[src/rtl/intc_pkg.sv]
package intc_pkg;

    // Four-state life cycle of one interrupt line.
    // Bit 0 is the pending part and bit 1 is the active part.
    typedef enum logic [1:0] {
        LS_IDLE    = 2'b00,
        LS_PEND    = 2'b01,
        LS_ACT     = 2'b10,
        LS_ACTPEND = 2'b11
    } line_state_t;

endpackage

[src/rtl/intc_line.sv]
module intc_line
    import intc_pkg::*;
(
    input  logic clk,
    input  logic rst_n,
    input  logic irq_in,
    input  logic edge_mode,
    input  logic take,
    input  logic retire,
    output logic pending_o,
    output logic active_o
);

    line_state_t state_q, state_d;
    logic        irq_q;
    logic        defer_q, defer_d;
    logic        rise;
    logic        retire_eff;

    assign rise       = irq_in & ~irq_q;
    assign retire_eff = retire | defer_q;

    // State register
    always_ff @(posedge clk or negedge rst_n) begin
        if (!rst_n) begin
            state_q <= LS_IDLE;
            irq_q   <= 1'b0;
            defer_q <= 1'b0;
        end else begin
            state_q <= state_d;
            irq_q   <= irq_in;
            defer_q <= defer_d;
        end
    end

    // Next-state logic
    always_comb begin
        state_d = state_q;
        defer_d = 1'b0;
        if (!edge_mode) begin
            unique case (state_q)
                LS_IDLE: begin
                    if (irq_in) state_d = LS_PEND;                 // raise
                end
                LS_PEND: begin
                    if (take)         state_d = irq_in ? LS_ACTPEND : LS_ACT; // take
                    else if (!irq_in) state_d = LS_IDLE;           // withdraw
                end
                LS_ACT: begin
                    if (retire_eff)  state_d = irq_in ? LS_PEND : LS_IDLE;   // retire
                    else if (irq_in) state_d = LS_ACTPEND;         // re-raise
                end
                LS_ACTPEND: begin
                    if (!irq_in) begin
                        state_d = LS_ACT;                          // drop-source first
                        defer_d = retire_eff;                      // retire next cycle
                    end else if (retire_eff) begin
                        state_d = LS_PEND;                         // retire
                    end
                end
                default: state_d = LS_IDLE;
            endcase
        end else begin
            unique case (state_q)
                LS_IDLE: begin
                    if (rise) state_d = LS_PEND;                   // raise
                end
                LS_PEND: begin
                    if (take) state_d = rise ? LS_ACTPEND : LS_ACT; // take
                end
                LS_ACT: begin
                    if (rise && retire_eff) state_d = LS_PEND;
                    else if (rise)          state_d = LS_ACTPEND;  // re-raise
                    else if (retire_eff)    state_d = LS_IDLE;     // retire
                end
                LS_ACTPEND: begin
                    if (retire_eff) state_d = LS_PEND;             // retire
                end
                default: state_d = LS_IDLE;
            endcase
        end
    end

    // Outputs
    always_comb begin
        pending_o = state_q[0];
        active_o  = state_q[1];
    end

endmodule

[src/rtl/intc_arbiter.sv]
module intc_arbiter #(
    parameter int N_LINES = 8,
    parameter int PRIO_W  = 4,
    parameter int ID_W    = 4
) (
    input  logic [N_LINES-1:0]        cand,
    input  logic [N_LINES*PRIO_W-1:0] prio,
    input  logic [PRIO_W-1:0]         threshold,
    input  logic                      blocked,
    output logic                      any_elig,
    output logic [ID_W-1:0]           win_id,
    output logic [PRIO_W-1:0]         win_prio
);

    always_comb begin
        any_elig = 1'b0;
        win_id   = '1;
        win_prio = '1;
        for (int i = 0; i < N_LINES; i++) begin
            if (cand[i] && !blocked &&
                (prio[i*PRIO_W +: PRIO_W] < threshold) &&
                (!any_elig || (prio[i*PRIO_W +: PRIO_W] < win_prio))) begin
                any_elig = 1'b1;
                win_id   = ID_W'(i);
                win_prio = prio[i*PRIO_W +: PRIO_W];
            end
        end
    end

endmodule

[src/rtl/intc_prio_stack.sv]
module intc_prio_stack #(
    parameter int DEPTH  = 4,
    parameter int PRIO_W = 4
) (
    input  logic              clk,
    input  logic              rst_n,
    input  logic              push,
    input  logic [PRIO_W-1:0] push_prio,
    input  logic              pop,
    output logic [PRIO_W-1:0] top_prio,
    output logic              full
);

    localparam int CNT_W = $clog2(DEPTH + 1);

    logic [CNT_W-1:0]  cnt_q, cnt_mid, cnt_d;
    logic [PRIO_W-1:0] slot_q [DEPTH];

    always_comb begin
        cnt_mid = cnt_q;
        if (pop && cnt_q != '0) cnt_mid = cnt_q - 1'b1;
        cnt_d = cnt_mid;
        if (push && cnt_mid != CNT_W'(DEPTH)) cnt_d = cnt_mid + 1'b1;
    end

    always_ff @(posedge clk or negedge rst_n) begin
        if (!rst_n) cnt_q <= '0;
        else        cnt_q <= cnt_d;
    end

    for (genvar g = 0; g < DEPTH; g++) begin : g_slot
        always_ff @(posedge clk or negedge rst_n) begin
            if (!rst_n)
                slot_q[g] <= '1;
            else if (push && cnt_mid == CNT_W'(g))
                slot_q[g] <= push_prio;
        end
    end

    always_comb begin
        top_prio = '1;
        for (int i = 0; i < DEPTH; i++) begin
            if (cnt_q == CNT_W'(i + 1)) top_prio = slot_q[i];
        end
        full = (cnt_q == CNT_W'(DEPTH));
    end

endmodule

[src/rtl/intc_split_eoi.sv]
module intc_split_eoi #(
    parameter int N_LINES     = 8,
    parameter int PRIO_W      = 4,
    parameter int STACK_DEPTH = 4,
    parameter int ID_W        = 4
) (
    input  logic                      clk,
    input  logic                      rst_n,
    input  logic [N_LINES-1:0]        irq_in,
    input  logic [N_LINES-1:0]        cfg_edge,
    input  logic [N_LINES*PRIO_W-1:0] cfg_prio,
    input  logic                      split_mode,
    input  logic                      ack_req,
    input  logic                      eoi_req,
    input  logic [ID_W-1:0]           eoi_id,
    input  logic                      dir_req,
    input  logic [ID_W-1:0]           dir_id,
    output logic                      cpu_irq,
    output logic [ID_W-1:0]           ack_id,
    output logic [PRIO_W-1:0]         running_prio,
    output logic [N_LINES-1:0]        line_pending,
    output logic [N_LINES-1:0]        line_active
);

    localparam logic [ID_W-1:0] SPURIOUS = '1;

    logic [N_LINES-1:0] cand;
    logic [N_LINES-1:0] take_v;
    logic [N_LINES-1:0] retire_v;
    logic               any_elig;
    logic [ID_W-1:0]    win_id;
    logic [PRIO_W-1:0]  win_prio;
    logic               grant;
    logic               stk_full;

    assign grant = ack_req & any_elig;

    for (genvar i = 0; i < N_LINES; i++) begin : g_line
        assign take_v[i]   = grant && (win_id == ID_W'(i));
        assign retire_v[i] = (split_mode  && dir_req && (dir_id == ID_W'(i))) ||
                             (!split_mode && eoi_req && (eoi_id == ID_W'(i)));
        assign cand[i]     = line_pending[i] & ~line_active[i];

        intc_line u_line (
            .clk       (clk),
            .rst_n     (rst_n),
            .irq_in    (irq_in[i]),
            .edge_mode (cfg_edge[i]),
            .take      (take_v[i]),
            .retire    (retire_v[i]),
            .pending_o (line_pending[i]),
            .active_o  (line_active[i])
        );
    end

    intc_arbiter #(
        .N_LINES (N_LINES),
        .PRIO_W  (PRIO_W),
        .ID_W    (ID_W)
    ) u_arb (
        .cand      (cand),
        .prio      (cfg_prio),
        .threshold (running_prio),
        .blocked   (stk_full),
        .any_elig  (any_elig),
        .win_id    (win_id),
        .win_prio  (win_prio)
    );

    intc_prio_stack #(
        .DEPTH  (STACK_DEPTH),
        .PRIO_W (PRIO_W)
    ) u_stack (
        .clk       (clk),
        .rst_n     (rst_n),
        .push      (grant),
        .push_prio (win_prio),
        .pop       (eoi_req),
        .top_prio  (running_prio),
        .full      (stk_full)
    );

    always_ff @(posedge clk or negedge rst_n) begin
        if (!rst_n)       ack_id <= SPURIOUS;
        else if (ack_req) ack_id <= grant ? win_id : SPURIOUS;
    end

    assign cpu_irq = any_elig;

endmodule

[config.mk]
export PLATFORM = sky130hd
export DESIGN_NAME = intc_split_eoi
export DESIGN_NICKNAME = d
export VERILOG_FILES = /design/src/rtl/intc_pkg.sv /design/src/rtl/intc_line.sv /design/src/rtl/intc_arbiter.sv /design/src/rtl/intc_prio_stack.sv /design/src/rtl/intc_split_eoi.sv
export SDC_FILE = /design/constraint.sdc
export NUM_CORES = 1
export LEC_CHECK = 0
export BUFFER_PORTS_ARGS = -buffer_cell sky130_fd_sc_hd__buf_2
export CAP_MARGIN = 20
export CORE_MARGIN = 2
export CORE_UTILIZATION = 45
export CTS_CLUSTER_DIAMETER = 120
export CTS_CLUSTER_SIZE = 30
export DETAILED_ROUTE_END_ITERATION = 6
export PLACE_DENSITY = 0.66
export SLEW_MARGIN = 20
export SYNTH_ARGS = -nofsm -noshare
export SYNTH_HDL_FRONTEND = slang
export SYNTH_HIERARCHICAL = 1
export SYNTH_SLANG_ARGS = --single-unit
[constraint.sdc]
create_clock -name clk -period 35.6 [get_ports clk]
set_input_delay 3.56 -clock clk [delete_from_list [all_inputs] [get_ports clk]]
set_output_delay 3.56 -clock clk [all_outputs]
set_load 0.005 [all_outputs]
==> flow_summary.yaml, run 1 <==
outcome:
  status: "completed"
worst_setup_path:
  startpoint_type: "input pin"
  arrival_ps: 16600
  max_stage_delay_ps: 690
  path_class: "in2reg"
  crit_path_max_fanout: 13
  cp_slowest_cell: "a2111oi_0"
  r2r_setup_slack_ps: 20840
  required_ps: 35840
  crit_path_frequent_cell: "ha_1"
  endpoint_kind: "register"
cts:
  clk_pin_slew_ps: 80
  root_buffer: "clkbuf_16"
  cts_tree: "yes"
  cts-hold-fix-buffers: 0
  clockBufferDepth: 2
  worstSkewPairLatency_ps: 310
  cts_buffers: 5
  cts_max_level: 2
  cts_resized: 0
  cts_setup_buffers: 0
  clkSinkCount: 55
place:
  port_buffers: 86
  place_hpwl_um: 11600
  globalplace.congestion: 0.918
die:
  core_um2: 11900
  die_w_um: 114
  start_util_pct: 45.5
  num_rows: 40
  die_area_um2: 12900
  ioPinCount: 87
  die_h_um: 114
global_routing:
  grt_max_degree: 56
  first_global_vias: 4976
  grtUsageTotal_pct: 23.3
  grt_antenna_before_repair: 0
  grt_pass1_wl_um: 24400
  grt_overflow: 0
yosys:
  synth_top_area_share_pct: 16.2
  ys_ff_latch: 55
  synthFlopType: "dfrtp_1"
  async_flop_share_pct: 100
  yosys-top-cells-count: "63 x nor2_1, 45 x ha_1, 45 x inv_1, 39 x o21ai_0, 35 x dfrtp_1"
  syn_area_per_cell_um2: 8.79
  synth_cell_type_count: 79
  synth_area_um2: 5400
  synth.most_common_cell: "nor2_1"
  seq_area_frac_synth_pct: 26.0
  yosys-top-cells-area: "dfrtp_1 16%, ha_1 10%, dfstp_2 9.7%"
  syn_inst: 614
  syn-num-nets: 721
  yosysTopAreaCell: "dfrtp_1"
  yosysWarnings: 6
  synth_enable_flop_cells: 0
sta:
  finalCritPeriodShare_pct: 46.0
  tightest_slew_ps: 787
  period_needed_ps: 16360
  finalSetupViolCount: 0
  slew_headroom_pct: 47.4
  finalHoldViolCount: 0
  finalSetupTns_ps: 0
  skew_ps: 7.64
  max_freq_mhz: 61.1
  rsz0062_at_grt: "no"
  slew_violations: 0
final_layout:
  area_growth_pct: 13.7
  multi_input_area_um2: 3770
  diodes: 0
  register_area_um2: 1400
  nets: 808
  drive_above_1_share_pct: 25.8
  n_fill_cell: 1109
routing:
  drt_iter0_drc: 352
  dr.pass1.iters: 5
  wl_met3_um: 733
  wl_per_cell_um: 17.7
  num_vias: 5156
  ant_nets: 0
  wl_met2_um: 7340
  drt-met1-wl_um: 6760
  wl_um: 15000
  highest_layer: "met4"
  viasPerCell: 6.07
  drc: 0
power:
  combPwrFrac_pct: 71.9
  p_seq_share_pct: 18.5
  p_total_mw: 0.620
  p_clk_share_pct: 9.6
  p_per_area_nw_per_um2: 101
  p_leak_nw: 2.72
  p_sw_mw: 0.308
  ir_worst_vdd_uv: 38.3
  p_sw_share_pct: 49.7
  p_int_mw: 0.312
hold_path:
  hold_path_class: "reg2reg"
flow_run:
  maxCapViolations: 0
[layout by cell type, fill, tap and decap left out, types with 4 or more instances in the layout]
cell type  Yosys  final
a21o_1         5      5
nor3_2         4      4
a2bb2oi_1      8      8
o21ai_0       39     39
and3_1         4      4
maj3_1         4      4
o22ai_1       12     12
nor2_1        63     63
o22a_1        10     10
mux2i_1       16     16
ha_1          45     45
mux2_2        20     20
o211ai_1       5      5
nor2b_1       16     16
or2b_1         5      5
nor4_1         8      8
nand2_1       28     28
a21oi_2        8      8
a31o_1         8      8
a21boi_2       8      8
inv_1         45     45
nor3_1        23     23
clkbuf_16      0      5
buf_2          1     86
dfstp_2       20     20
a31oi_1       20     20
a211oi_1      11     11
dfrtp_1       35     35
a21oi_1       20     20
nand3_1       11     11
nand2b_1      26     26
[final cells by class]
| cell class | count | area share, % |
|---|---|---|
| Multi-Input combinational cell | 507 | 61.5 |
| Clock inverter | 3 | 0.775 |
| Inverter | 45 | 2.75 |
| Tap cell | 147 | 3.00 |
| Clock buffer | 5 | 2.04 |
| Timing Repair Buffer | 87 | 7.13 |
| Sequential cell | 55 | 22.8 |
[through the flow]
step | hold slack, ps | utilization (%) | std cells | area, µm² | worst slack, ps
detailed placement | 544 | 50.3 | 841 | 5970 | 19270
global placement | 542 | 50.3 | 841 | 5970 | 19790
finish | 563 | 51.8 | 849 | 6140 | 19240
CTS | 567 | 51.8 | 849 | 6140 | 19550
global route | 577 | 51.8 | 849 | 6140 | 18240
floorplan | 544 | - | 614 | 5400 | 20700
[power by group through the flow]
| stage | registers [mW] | logic (mW) | clock network, mW |
|---|---|---|---|
| 6_report | 0.115 | 0.446 | 0.0595 |
| 5_1_grt | 0.118 | 0.492 | 0.0630 |
| 4_1_cts | 0.114 | 0.441 | 0.0603 |
| 3_5_place_dp | 0.115 | 0.438 | 0 |
| 3_3_place_gp | 0.114 | 0.426 | 0 |
| 2_1_floorplan | 0.109 | 0.337 | 0 |
[cells by family (layout without fill, tap and decap cells)]
group                    Yosys count  in the layout  synth area share, %
AND/OR/NAND/NOR                  218            218                 22.1
adder cells (fa/ha/maj)           49             49                 11.2
XOR/XNOR                           2              2                0.325
AO/OA/AOI/OAI                    198            198                 27.9
multiplexers                      40             40                 8.37
flip-flops                        55             55                 26.0
buffers and inverters             52            140                 4.13
[final timing paths]
check | from | end | cells after the start
max | cfg_prio[1] | g_line[4].u_line/state_q[1] | 62
min | ack_id[2] | ack_id[2] | 1
max reg2reg | u_stack/cnt_q[0] | g_line[4].u_line/state_q[1] | 68
min reg2reg | ack_id[2] | ack_id[2] | 1
max in group asynchronous | rst_n | g_line[7].u_line/state_q[0] | 2
min in group asynchronous | rst_n | g_line[1].u_line/irq_q | 2
[critical path: cells and delay by family]
kind	cells	cell delay (ps)
adders and majority gates	8	2150
and+or+nand+nor	20	3660
muxes	6	1780
AOI/OAI and AO/OA	24	5070
buffers and inverters	4	380
[sequential cells by signal, summed over array words and instances, names as in the netlist]
signal,flops
u_stack/slot_q,16
ack_id,4
g_line.u_line/irq_q,8
u_stack/cnt_q,3
g_line.u_line/state_q,16
g_line.u_line/defer_q,8
[layer usage]
layer | GRT usage, % | up-vias
met5 | 0 | -
met3 | 3.45 | 14
li1 | - | 2502
met4 | 6.02 | 0
met2 | 40.9 | 145
met1 | 30.2 | 2495
(Power assumes the default switching activity.)
==> inputs of run 2 (changes only) <==
clock period = 15.95 ns   (was 35.6 ns; I/O delays follow)
==> flow_summary.yaml, run 2 (synthesized netlist as in run 1, its figures left out) <==
outcome:
  status: "completed"
place:
  place_area_um2: 5970
  globalplace.congestion: 0.917
  place_hpwl_um: 11600
  dp_slack_ps: 1570
  place_inst: 841
  port_buffers: 86
cts:
  clockBufferDepth: 2
  cts_max_level: 2
  clk_pin_slew_ps: 70
  cts_resized: 0
  cts_tree: "yes"
  cts-hold-fix-buffers: 0
  root_buffer: "clkbuf_16"
  worstSkewPairLatency_ps: 300
  clkSinkCount: 55
  cts_setup_buffers: 0
  cts_buffers: 5
worst_setup_path:
  max_stage_delay_ps: 700
  path_class: "reg2reg"
  crit_path_max_fanout: 13
  required_ps: 16180
  startpoint_type: "register"
  cp_slowest_cell: "a2111oi_0"
  crit_path_frequent_cell: "ha_1"
  critPathTopFamily: "compound AO/OA/AOI/OAI gates"
  endpoint_kind: "register"
  critPathBufInv: 5
  arrival_ps: 14840
die:
  die_w_um: 114
  die_area_um2: 12900
  core_um2: 11900
  die_h_um: 114
  start_util_pct: 45.5
  num_rows: 40
  ioPinCount: 87
sta:
  slew_headroom_pct: 42.7
  setup_ws_ps: 1340
  rsz0062_at_grt: "no"
  max_freq_mhz: 68.4
  tightest_slew_ps: 857
  slew_violations: 0
  period_needed_ps: 14610
  hold_ws_ps: 556
  finalHoldViolCount: 0
  finalSetupTns_ps: 0
  finalCritPeriodShare_pct: 91.6
  skew_ps: 7.46
  finalSetupViolCount: 0
power:
  p_sw_share_pct: 49.0
  p_clk_share_pct: 10.0
  p_seq_share_pct: 18.5
  ir_worst_vdd_uv: 75.7
  p_sw_mw: 0.678
  p_per_area_nw_per_um2: 225
  p_total_mw: 1.38
  p_leak_nw: 2.72
  p_int_mw: 0.705
  combPwrFrac_pct: 71.6
routing:
  wl_um: 14700
  drc: 0
  drt_iter0_drc: 376
  wl_per_cell_um: 17.3
  ant_nets: 0
  num_vias: 5176
  dr.pass1.iters: 5
  viasPerCell: 6.10
final_layout:
  nets: 808
  final_cell_mix: "86 x buf_2, 63 x nor2_1, 45 x inv_1, 45 x ha_1, 39 x o21ai_0"
  layout_commonest_cell: "buf_2"
  diodes: 0
  stdcell_area_um2: 6150
  finalNonFillerCells: 849
  area_growth_pct: 14.0
  drive_above_1_share_pct: 25.8
  final_core_util_pct: 51.9
  n_fill_cell: 1096
  largestRegisters: "g_line.u_line/state_q x16, u_stack/slot_q x16"
global_routing:
  grt_max_degree: 56
  first_global_vias: 4985
  grt_antenna_before_repair: 0
  grt_overflow: 0
  grt_pass1_wl_um: 23800
  grtUsageTotal_pct: 22.7
hold_path:
  hold_path_class: "reg2reg"
flow_run:
  maxCapViolations: 0
[run 2: power groups by stage]
stage	clock network [mW]	registers, mW	logic [mW]
2_1_floorplan	0	0.243	0.753
3_3_place_gp	0	0.253	0.950
3_5_place_dp	0	0.257	0.977
4_1_cts	0.140	0.255	0.983
5_1_grt	0.145	0.263	1.10
6_report	0.138	0.255	0.990
[run 2: worst paths after layout]
check | start | to | slack, ps | cells past startpoint
worst max register to register | u_stack/cnt_q[0] | g_line[4].u_line/state_q[1] | 1340 | 67
worst min-delay path | ack_id[3] | ack_id[3] | 560 | 1
max in group asynchronous | rst_n | g_line[3].u_line/state_q[0] | 14060 | 2
worst max-delay path | u_stack/cnt_q[0] | g_line[4].u_line/state_q[1] | 1340 | 67
worst min register to register | ack_id[3] | ack_id[3] | 560 | 1
min in group asynchronous | rst_n | g_line[1].u_line/irq_q | 1420 | 2
[run 2: routing by layer]
layer	up-vias	wire length, µm	share of wire [%]	track usage, %
met2	166	7130	48	39.5
met3	15	805	5.5	3.51
met5	-	0	0	0
met1	2497	6530	44	28.9
met4	0	252	1.7	7.24
li1	2498	-	-	-
[run 2: cell type report]
| type | count | area [µm²] | share of cell area, % |
|---|---|---|---|
| clock buffer | 6 | 150 | 2.44 |
| clock inverter | 2 | 37.5 | 0.610 |
| tap | 147 | 184 | 2.99 |
| timing repair buffer | 87 | 438 | 7.12 |
| inverter | 45 | 169 | 2.75 |
| multi-input combinational | 507 | 3770 | 61.3 |
| sequential | 55 | 1400 | 22.8 |
==> inputs of run 3 (changes only) <==
PLACE_DENSITY = 0.68   (was 0.66)
clock period = 13 ns   (was 15.95 ns; I/O delays follow)
==> flow_summary.yaml, run 3 (synthesized netlist as in run 1, its figures left out) <==
sta:
  max_freq_mhz: 79.9
  slew_violations: 0
  setup_ws_ps: 485
  period_needed_ps: 12510
  skew_ps: 9.35
  hold_ws_ps: 559
  finalCritPeriodShare_pct: 96.3
  finalHoldViolCount: 0
  tightest_slew_ps: 724
  finalSetupViolCount: 0
  slew_headroom_pct: 51.7
cts:
  clk_pin_slew_ps: 70
  worstSkewPairLatency_ps: 300
  clkSinkCount: 55
  root_buffer: "clkbuf_16"
  cts_max_level: 2
  cts_tree: "yes"
  cts_buffers: 5
  clockBufferDepth: 2
final_layout:
  largestRegisters: "g_line.u_line/state_q x16, u_stack/slot_q x16"
  layout_commonest_cell: "buf_2"
  area_growth_pct: 23.9
  nets: 843
  final_cell_mix: "86 x buf_2, 55 x nor2_1, 44 x inv_1"
  drive_above_1_share_pct: 34.7
place:
  dp_slack_ps: -427
  place_hpwl_um: 11900
  port_buffers: 86
  globalplace.congestion: 0.929
die:
  core_um2: 11900
  ioPinCount: 87
  num_rows: 40
  die_area_um2: 12900
  die_h_um: 114
  die_w_um: 114
  start_util_pct: 45.5
worst_setup_path:
  startpoint_type: "register"
  critPathBufInv: 6
  path_class: "reg2reg"
  r2r_setup_slack_ps: 490
  regToRegStartpoint: "u_stack/cnt_q[1]"
  endpoint_kind: "register"
  crit_path_frequent_cell: "ha_1"
  required_ps: 13220
  cp_slowest_cell: "dfrtp_2"
  r2r_end: "g_line[4].u_line/state_q[1]"
  critPathTopFamily: "compound AO/OA/AOI/OAI gates"
  crit_path_max_fanout: 8
  rr_worst_depth: 65
  arrival_ps: 12740
  max_stage_delay_ps: 450
routing:
  dr.pass1.iters: 6
  viasPerCell: 6.14
  ant_nets: 0
  wl_per_cell_um: 18.0
  drt_iter0_drc: 469
  drc: 0
  num_vias: 5432
  wl_um: 16000
flow_run:
  maxCapViolations: 0
global_routing:
  grt_max_degree: 56
  grt_pass1_wl_um: 25000
  grt_antenna_before_repair: 1
  grtUsageTotal_pct: 23.6
  grt_overflow: 0
  first_global_vias: 5155
power:
  p_leak_nw: 2.92
  p_per_area_nw_per_um2: 302
  p_total_mw: 2.02
  ir_worst_vdd_uv: 154
hold_path:
  min-delay-start: "ack_id[0]"
  holdPathStages: 1
  min_to: "ack_id[0]"
  hold_path_class: "reg2reg"
outcome:
  status: "completed"
## run 3: cell count changes in the layout (fill, tap and decap cells not counted), sizes merged
cell,previous run,this run
clkinv,0,1
clkbuf,6,7
diode,0,1
clkinvlp,1,0
bufinv,1,0
buf,87,122
## run 3: how the worst max path moves through the flow
| stage | start | end | slack (ps) | depth (start not counted) |
|---|---|---|---|---|
| 2_1_floorplan | u_stack/cnt_q[0] | g_line[4].u_line/state_q[1] | 280 | 70 |
| 3_3_place_gp | u_stack/cnt_q[0] | g_line[2].u_line/state_q[1] | 110 | 65 |
| 3_5_place_dp | u_stack/cnt_q[0] | g_line[2].u_line/state_q[1] | -430 | 68 |
| 4_1_cts | u_stack/cnt_q[0] | g_line[4].u_line/state_q[1] | 30 | 68 |
| 5_1_grt | u_stack/cnt_q[0] | g_line[4].u_line/state_q[1] | -190 | 67 |
| 6_report | u_stack/cnt_q[1] | g_line[4].u_line/state_q[1] | 490 | 65 |
## run 3: layout make-up
| type | instances | area [µm²] |
|---|---|---|
| antenna | 1 | 2.50 |
| clock buffer | 7 | 164 |
| clock inverter | 1 | 5.00 |
| fill | 1077 | 5180 |
| inverter | 45 | 169 |
| multi-input combinational | 507 | 4060 |
| sequential | 55 | 1400 |
| tap | 147 | 184 |
| timing repair buffer | 122 | 701 |
## run 3: routing by layer
| metal | up-vias | global-route usage [%] | part of all wire, % |
|---|---|---|---|
| li1 | 2567 | - | - |
| met1 | 2605 | 31.0 | 43 |
| met2 | 208 | 39.3 | 47 |
| met3 | 52 | 4.04 | 6.4 |
| met4 | 0 | 8.29 | 3.1 |
| met5 | - | 0 | 0 |
## run 3: timing repair
action / in CTS / in global routing
endpoints found under the setup margin: 16 / 35
gates resized for setup: 23 / 37
hold buffers: 0 / 0
pin swaps: 2 / 17
setup buffers: 1 / 23
## run 3: metrics by stage
stage / utilization (%) / area (µm²) / TNS (ps) / cells
final: 56.4 / 6690 / 0 / 885
after global routing: 56.4 / 6690 / -1360 / 885
after CTS: 53.4 / 6340 / 0 / 861
after detailed placement: 51.0 / 6050 / -4150 / 852
after global placement: 51.0 / 6050 / 0 / 852
after floorplan: - / 5400 / 0 / 614
## run 3: where the power goes
group,switching (mW),leakage [nW],internal (mW)
Sequential,0.0631,0.635,0.250
Clock,0.0647,0.0850,0.0883
Combinational,0.856,2.20,0.694
Total,0.984,2.92,1.03
